[src/rtl/tvc_pkg.sv]
package tvc_pkg;
   localparam logic [1:0] LV_LOW    = 2'b00;
   localparam logic [1:0] LV_HIGH   = 2'b01;
   localparam logic [1:0] ROLE_IN   = 2'b00;
   localparam logic [1:0] ROLE_OUT  = 2'b01;
   localparam logic [1:0] ROLE_GND  = 2'b10;
   localparam logic [1:0] ROLE_VCC  = 2'b11;

   typedef enum logic [1:0] {
      VD_GOOD       = 2'd0,
      VD_FAIL       = 2'd1,
      VD_PARTIAL    = 2'd2,
      VD_UNTESTABLE = 2'd3
   } verdict_t;
endpackage

[src/rtl/tvc_pin_router.sv]
// Packs role-tagged pins into an input index and an observed output word,
// and reports invalid levels per role group.
module tvc_pin_router
   import tvc_pkg::*;
#(
   parameter int NPIN  = 16,
   parameter int IN_W  = 8,
   parameter int OUT_W = 8,
   localparam int NW   = $clog2(NPIN + 1),
   localparam int IB   = $clog2(IN_W),
   localparam int OB   = $clog2(OUT_W)
) (
   input  logic [2*NPIN-1:0] pin_role,
   input  logic [2*NPIN-1:0] pin_lvl,
   output logic [IN_W-1:0]   in_word,
   output logic [OUT_W-1:0]  out_word,
   output logic              in_bad,
   output logic              out_bad,
   output logic              rail_bad,
   output logic [NW-1:0]     n_in
);
   always_comb begin
      logic [NW-1:0] ki;
      logic [NW-1:0] ko;
      logic [1:0]    rl;
      logic [1:0]    lv;
      in_word  = '0;
      out_word = '0;
      in_bad   = 1'b0;
      out_bad  = 1'b0;
      rail_bad = 1'b0;
      ki       = '0;
      ko       = '0;
      for (int p = 0; p < NPIN; p++) begin
         rl = pin_role[2*p +: 2];
         lv = pin_lvl[2*p +: 2];
         case (rl)
            ROLE_IN: begin
               if (ki < NW'(IN_W)) begin
                  in_word[ki[IB-1:0]] = (lv == LV_HIGH);
                  in_bad = in_bad | lv[1];
                  ki = ki + 1'b1;
               end
            end
            ROLE_OUT: begin
               if (ko < NW'(OUT_W)) begin
                  out_word[ko[OB-1:0]] = (lv == LV_HIGH);
                  out_bad = out_bad | lv[1];
                  ko = ko + 1'b1;
               end
            end
            ROLE_GND: rail_bad = rail_bad | (lv != LV_LOW);
            default:  rail_bad = rail_bad | (lv != LV_HIGH);
         endcase
      end
      n_in = ki;
   end
endmodule

[config.mk]
export PLATFORM = sky130hd
export DESIGN_NAME = tvc_pin_router
export DESIGN_NICKNAME = d
export VERILOG_FILES = /design/src/rtl/tvc_pkg.sv /design/src/rtl/tvc_pin_router.sv
export SDC_FILE = /design/constraint.sdc
export NUM_CORES = 1
export LEC_CHECK = 0
export ABC_AREA = 1
export BUFFER_PORTS_ARGS = -buffer_cell sky130_fd_sc_hd__clkbuf_2
export CAP_MARGIN = 20
export CORE_ASPECT_RATIO = 1.75
export CORE_MARGIN = 10
export CORE_UTILIZATION = 50
export DETAILED_ROUTE_END_ITERATION = 6
export PLACE_DENSITY_LB_ADDON = 0.08
export REMOVE_ABC_BUFFERS = 1
export SYNTH_ARGS = -nofsm -noshare
export SYNTH_HDL_FRONTEND = slang
export SYNTH_SLANG_ARGS = --single-unit
[constraint.sdc]
create_clock -name vclk -period 9
set_input_delay 0.45 -clock vclk [all_inputs]
set_output_delay 0.45 -clock vclk [all_outputs]
set_load 0.1 [all_outputs]
==> run metrics, run 1 <==
Tightest Pin Transition=0.9805 ns; Pint=0.4416 mW; initial antenna violation count=0; vias in the first global route=9690; Comb power frac=100.0%; Worst slew margin=34.39%; period utilisation layout=94.92%; peak supply drop=0.1330 mV; GP Congestion=1.092; largest net degree at the start of global routing=15; FFs & Latches=0; outcome=complete, no violations; Min Hold Slack=1.411 ns; vias per cell=5.686; met1 usage=20.14%; nets=1612; DR WL/cell=16.84 um; switch share=67.67%; Worst EP required=8.55 ns; max-slew violations=0; most frequent cells after synthesis=329 x nand2_1, 199 x inv_1, 177 x nor2_1; crit path kind=in2out; Worst setup SP type=input port; Die Y=183.1 um; dpl hpwl=25170 um; unique cell type count in the Yosys netlist=50; DRT Wirelength=28680 um; setup TNS=0 ns; most frequent cell on the critical path=ha_1; GR Util All Layers=26.07%; DR pass1 iterations=5; Max Cap Violations=0; first-pass GRT wire length=44920 um; crit end category=output pin; top cell type by total area after synthesis=nand2_1; Overall Power=1.366 mW; Leak=4.448 nW; DRC violations left=0; Die Width=113.2 um; Tmin final=8.543 ns; Avg Cell Area, Syn=5.376 um2; met2 usage=51.67%; top cells by area, synth=nand2_1 16%, inv_1 9.8%, nor2_1 8.7%, o21ai_0 7.2%, nand2_2 6.8%; CP max stage delay=0.30 ns; ratio of cells with drive above 1 in the final layout=25.99%; HP Class=in2out; synth-to-layout area growth=17.90%; cell area after layout=0.008956 mm2; Sequential Area=0 um2; Starting Density=50.94%; GRT overflow=0; Power Dens Cells=152.5 mW/mm2; clkbuf count=0; DR vias=9683; post-synth top area share=16.26%; Flop pwr share=0%; sequential area share after synthesis=0%; Peak Freq=117.1 MHz; # diodes=0; GR Layer Usage met3=3.725%; synthesized cell area=0.007596 mm2; 1st-iter DRT viols=453; DP Area=0.008700 mm2; Slowest cell on crit path=ha_1; num rows=59; Clock Power Share=0%; FILL cells=1556; switching power=0.9241 mW; Post-Syn Instances=1413; most used routing layer=met2; worst-path fanout max=8; multi-input logic area=0.006827 mm2; Arr. time, crit path=8.09 ns; Die ar.=0.02072 mm2; most frequent cell after synthesis=nand2_1; endpoints failing setup=0; # port buffers=87; Synth Warn #=0; final hold vios=0; I/O pins=88; Core ar.=0.01491 mm2; Routed Antenna Nets=0
==> power groups by stage <==
stage	Sequential [mW]	Combinational, mW	Clock (mW)
2_1_floorplan	0	0.916	0
3_3_place_gp	0	1.28	0
3_5_place_dp	0	1.30	0
4_1_cts	0	1.30	0
5_1_grt	0	1.47	0
6_report	0	1.37	0
==> stage by stage <==
stage	setup WS, ns	utilization [%]	cells
finish	0.4568	60.06	1703
global route	-0.05033	60.06	1703
CTS	0.02546	58.47	1695
detailed placement	-0.07804	58.34	1694
global placement	0.1138	58.34	1694
floorplan	-0.6972	-	1405
==> placed cells by master (no fill, tap or decap), types with 10 or more instances in the layout <==
master and instances:
nand2_1 317, inv_1 195, nor2_1 170, o21ai_0 110, nand3_1 101, nand2_2 91
clkbuf_2 65, inv_2 45, a21oi_1 38, nand4_1 36, o211ai_1 33, mux2i_1 30
nand3_2 27, buf_4 27, nor2_4 26, nor3_1 26, nand2_4 25, buf_12 23
ha_1 22, nor2_2 21, nand3_4 10
==> cell families (layout without fill, tap and decap cells) <==
group	Yosys count	after routing	share of synthesized area, %
other	1	1	0.04937
adders and majority gates	26	26	4.283
and+or+nand+nor	874	874	59.87
muxes	30	30	3.953
buffers and inverters	251	358	12.45
AOI/OAI and AO/OA	231	231	19.39
==> worst paths after layout <==
path / endpoint / cells past startpoint / from / slack (ns)
max: in_word[1] / 56 / pin_role[1] / 0.46
min: in_bad / 4 / pin_lvl[31] / 1.41
==> critical path: cells and delay by family <==
family                   cells  cell delay [ns]
AND/OR/NAND/NOR             29             3.23
adder cells (fa/ha/maj)     13             3.33
buffers and inverters       12             0.90
AO/OA/AOI/OAI                2             0.20
==> layout make-up <==
type,count,area share (%)
inverters,243,10.18
multi-input cells,1162,76.22
well taps,183,2.557
repair buffers,115,11.04
==> layer usage <==
metal	wire length (um)	part of all wire (%)
met3	1333	4.6
met2	15370	54
met5	0	0
met1	8831	31
met4	3135	11
==> what timing repair did <==
item	4_1_cts	5_1_grt
endpoints found under the setup margin	8	22
gates resized for setup	3	40
hold buffers	0	0
setup buffers	1	8
pin swaps	1	16
Power figures use the tool's default switching activity.
==> run 2, diff against run 1 <==
--- a/config.mk
+++ b/config.mk
@@ -10,7 +10,7 @@
 export CAP_MARGIN = 20
 export CORE_ASPECT_RATIO = 1.75
 export CORE_MARGIN = 10
-export CORE_UTILIZATION = 50
+export CORE_UTILIZATION = 28
 export DETAILED_ROUTE_END_ITERATION = 6
 export PLACE_DENSITY_LB_ADDON = 0.08
 export REMOVE_ABC_BUFFERS = 1
==> run 2 against run 1 <==
  * Critical path depth unchanged
  * Combinational power about the same
  * Cell area is 2.1% higher
  * Setup slack better by 0.13 ns
  * Fmax increased by 1.5%
  * Routed wire length up 12%
  * Sequential share of layout area did not move
  * Largest cell class unchanged
  * Highest routed layer is now met5
==> run metrics, run 2 (synthesis gave the netlist of run 1 again) <==
outcome=complete, no violations; Overall Power=1.373 mW; CP max stage delay=0.29 ns; DRC violations left=0; first-pass GRT wire length=49930 um; num rows=79; period utilisation layout=93.53%; 1st-iter DRT viols=296; Clock Power Share=0%; Tmin final=8.418 ns; Core ar.=0.02669 mm2; Max Cap Violations=0; GRT overflow=0; Comb power frac=100.0%; Flop pwr share=0%; Leak=4.474 nW; most common cell after layout, fill and taps aside=nand2_1; Tightest Pin Transition=0.9367 ns; clkbuf count=0; max-slew violations=0; CP Capture Point=out_word[3]; HP Class=in2out; Min Hold Slack=1.417 ns; Peak Freq=118.8 MHz; Routed Antenna Nets=0; endpoints failing setup=0; Power Dens Cells=150.2 mW/mm2; Die Y=237.9 um; I/O pins=88; initial antenna violation count=4; GP Congestion=0.9562; GR Util All Layers=18.19%; switching power=0.9321 mW; DR WL/cell=17.37 um; fin cells=1852; DRT Wirelength=32180 um; Die ar.=0.03438 mm2; Worst EP required=8.55 ns; hold path cells=4; DR pass1 iterations=4; crit path kind=in2out; nets=1619; Slowest cell on crit path=ha_1; # port buffers=87; Die Width=144.5 um; largest net degree at the start of global routing=15; multi-input logic area=0.006803 mm2; synth-to-layout area growth=20.38%; FFs & Latches=0; setup TNS=0 ns; vias in the first global route=9477; placed insts=1835; FILL cells=3096; ratio of cells with drive above 1 in the final layout=26.06%; CP startpoint=pin_role[3]; Arr. time, crit path=7.97 ns; Sequential Area=0 um2; commonest cells after routing, fill and taps aside=319 x nand2_1, 197 x inv_1, 170 x nor2_1; Worst setup SP type=input port; Pint=0.4410 mW; most frequent cell on the critical path=ha_1; dpl hpwl=29140 um; crit end category=output pin; switch share=67.88%; final hold vios=0; DR vias=9288; worst-path fanout max=7; Starting Density=28.46%; peak supply drop=0.1084 mV; vias per cell=5.015; RSZ-0062 raised after global routing=true; Worst slew margin=37.32%
-- run 2: repair_timing --
action,in CTS,in global routing
gates cloned,0,1
setup buffers,0,15
pin swaps,0,22
endpoints found under the setup margin,3,22
hold buffers,0,0
resized for setup,2,34
-- run 2: worst max-delay path: cells and delay by family --
kind                       cells  cell delay (ns)
and+or+nand+nor               27             2.78
buffers and inverters         13             1.02
adders and majority gates     13             3.34
AOI/OAI and AO/OA              3             0.38
-- run 2: how the worst min path moves through the flow --
stage / from / to / slack (ns)
finish: pin_lvl[31] / in_bad / 1.42
global route: pin_lvl[31] / in_bad / 1.46
CTS: pin_lvl[31] / in_bad / 1.42
detailed placement: pin_lvl[31] / in_bad / 1.42
global placement: pin_lvl[31] / in_bad / 1.40
floorplan: pin_role[30] / in_word[0] / 1.55
-- run 2: area by class of cell --
| type | instances | area share, % |
|---|---|---|
| Multi-Input combinational cell | 1163 | 74.40 |
| Timing Repair Buffer | 121 | 11.17 |
| Inverter | 243 | 9.975 |
| Tap cell | 324 | 4.433 |
| Antenna cell | 1 | 0.02737 |
-- run 2: through the flow --
| step | area, um2 | setup WS, ns | util [%] |
|---|---|---|---|
| 2_1_floorplan | 7562 | -0.6972 | - |
| 3_3_place_gp | 8876 | 0.1222 | 33.26 |
| 6_report | 9144 | 0.5824 | 34.26 |
| 5_1_grt | 9141 | -0.01115 | 34.25 |
| 4_1_cts | 8882 | 0.01828 | 33.28 |
| 3_5_place_dp | 8876 | -0.07148 | 33.26 |
-- run 2: power groups by stage --
| stage | clock (mW) | sequential (mW) | combinational (mW) |
|---|---|---|---|
| 2_1_floorplan | 0 | 0 | 0.916 |
| 3_3_place_gp | 0 | 0 | 1.32 |
| 3_5_place_dp | 0 | 0 | 1.32 |
| 4_1_cts | 0 | 0 | 1.32 |
| 5_1_grt | 0 | 0 | 1.50 |
| 6_report | 0.0000000149 | 0 | 1.37 |
-- run 2: metal layers --
metal	part of all wire [%]	vias up	GRT usage, %
li1	-	4873	-
met1	30	4164	14.21
met2	62	180	40.72
met3	4.6	65	3.043
met4	4.0	6	6.119
met5	0.13	-	0
==> run 3, diff against run 2 <==
--- a/config.mk
+++ b/config.mk
@@ -13,6 +13,7 @@
 export CORE_UTILIZATION = 28
 export DETAILED_ROUTE_END_ITERATION = 6
 export PLACE_DENSITY_LB_ADDON = 0.08
+export RECOVER_POWER = 25
 export REMOVE_ABC_BUFFERS = 1
 export SYNTH_ARGS = -nofsm -noshare
 export SYNTH_HDL_FRONTEND = slang
==> run 3 against run 2 <==
  * Via count rose by 0.12%
  * Sequential share of layout area unchanged
  * First-iteration DRC count is 2.4% higher
  * Combinational power barely moved
  * Routed wire length barely moved
  * Setup slack gained 0.0028 ns
  * Cell count did not move
==> run metrics, run 3 (synthesis gave the netlist of run 1 again) <==
outcome=complete, no violations; Arr. time, crit path=7.96 ns; Flop pwr share=0%; GR Util All Layers=18.19%; DR WL/cell=17.37 um; met2 usage=40.72%; Pint=0.4395 mW; Peak Freq=118.8 MHz; DRC violations left=0; GRT overflow=0; worst-path fanout max=5; num rows=79; most used routing layer=met2; Sequential Area=0 um2; vias per cell=5.021; Worst setup SP type=input port; Hold Buf Count CTS=0; ratio of cells with drive above 1 in the final layout=26.00%; CP max stage delay=0.29 ns; Tmin final=8.415 ns; synth-to-layout area growth=20.16%; GR Layer Usage met3=3.043%; Slowest cell on crit path=ha_1; final hold vios=0; Core ar.=0.02669 mm2; dpl hpwl=29140 um; Die Y=237.9 um; final core occ=34.20%; DRT Wirelength=32170 um; Starting Density=28.46%; Power Dens Cells=150.3 mW/mm2; Clock Power Share=0%; Die ar.=0.03438 mm2; switch share=67.96%; Leak=4.465 nW; nets=1619; setup TNS=0 ns; period utilisation layout=93.50%; Die Width=144.5 um; clkbuf count=0; RSZ-0062 raised after global routing=true; crit path kind=in2out; Worst EP required=8.55 ns; cell area after layout=0.009128 mm2; met1 usage=14.21%; endpoints failing setup=0; most common cell after layout, fill and taps aside=nand2_1; Min Hold Slack=1.417 ns; Comb power frac=100.0%; DR vias=9299; # port buffers=87; I/O pins=88; 1st-iter DRT viols=303; crit end category=output pin; FILL cells=3099; FFs & Latches=0; Worst slew margin=21.26%; switching power=0.9320 mW; Overall Power=1.372 mW; max-slew violations=0; HP Class=in2out; DR pass1 iterations=4; largest net degree at the start of global routing=15; most frequent cell on the critical path=ha_1; Max Cap Violations=0; first-pass GRT wire length=49930 um; commonest cells after routing, fill and taps aside=319 x nand2_1, 197 x inv_1, 170 x nor2_1; vias in the first global route=9477; initial antenna violation count=4; Tightest Pin Transition=1.186 ns; DP Area=0.008876 mm2; peak supply drop=0.1084 mV; GP Congestion=0.9562; Routed Antenna Nets=0
-- run 3: changes by cell type in the layout (fill, tap and decap cells not counted), sizes merged --
cell / before / now
buf: 56 / 55
clkbuf: 65 / 66
-- run 3: layer usage --
layer	part of all wire, %	vias to the layer above
met5	0.13	-
met4	4.1	6
met3	4.6	67
met2	61	183
met1	30	4167
li1	-	4876
-- run 3: timing repair --
action / in CTS / in global routing
pin swaps: 0 / 22
setup endpoints to repair: 3 / 22
gates resized for setup: 2 / 34
setup buffers: 0 / 15
endpoints found under the hold margin: 0 / 0
cloned: 0 / 1
-- run 3: layout make-up --
type | instances | area (um2) | area share, %
antenna | 1 | 2.502 | 0.02742
tap | 324 | 405.4 | 4.441
multi-input combinational | 1163 | 6803 | 74.53
inverter | 243 | 912.1 | 9.993
timing repair buffer | 121 | 1005 | 11.01
-- run 3: worst paths after layout --
kind	startpoint	end	slack, ns	cells after the start
worst max-delay path	pin_role[1]	in_word[5]	0.59	56
worst min-delay path	pin_lvl[31]	in_bad	1.42	4
-- run 3: critical path, delay by kind of cell --
family / cells / cell delay (ns)
AO/OA/AOI/OAI: 2 / 0.20
adder cells (fa/ha/maj): 13 / 3.49
buffers and inverters: 13 / 1.09
AND/OR/NAND/NOR: 28 / 2.72
-- run 3: power groups by stage --
stage          logic (mW)  registers (mW)  clock network (mW)
6_report             1.37               0        0.0000000149
5_1_grt              1.49               0                   0
4_1_cts              1.32               0                   0
3_5_place_dp         1.32               0                   0
3_3_place_gp         1.32               0                   0
2_1_floorplan       0.916               0                   0
-- run 3: through the flow --
stage | instances | worst slack [ns]
floorplan | 1405 | -0.6972
global placement | 1835 | 0.1222
detailed placement | 1835 | -0.07148
CTS | 1835 | 0.01828
global route | 1851 | -0.01115
finish | 1852 | 0.5852
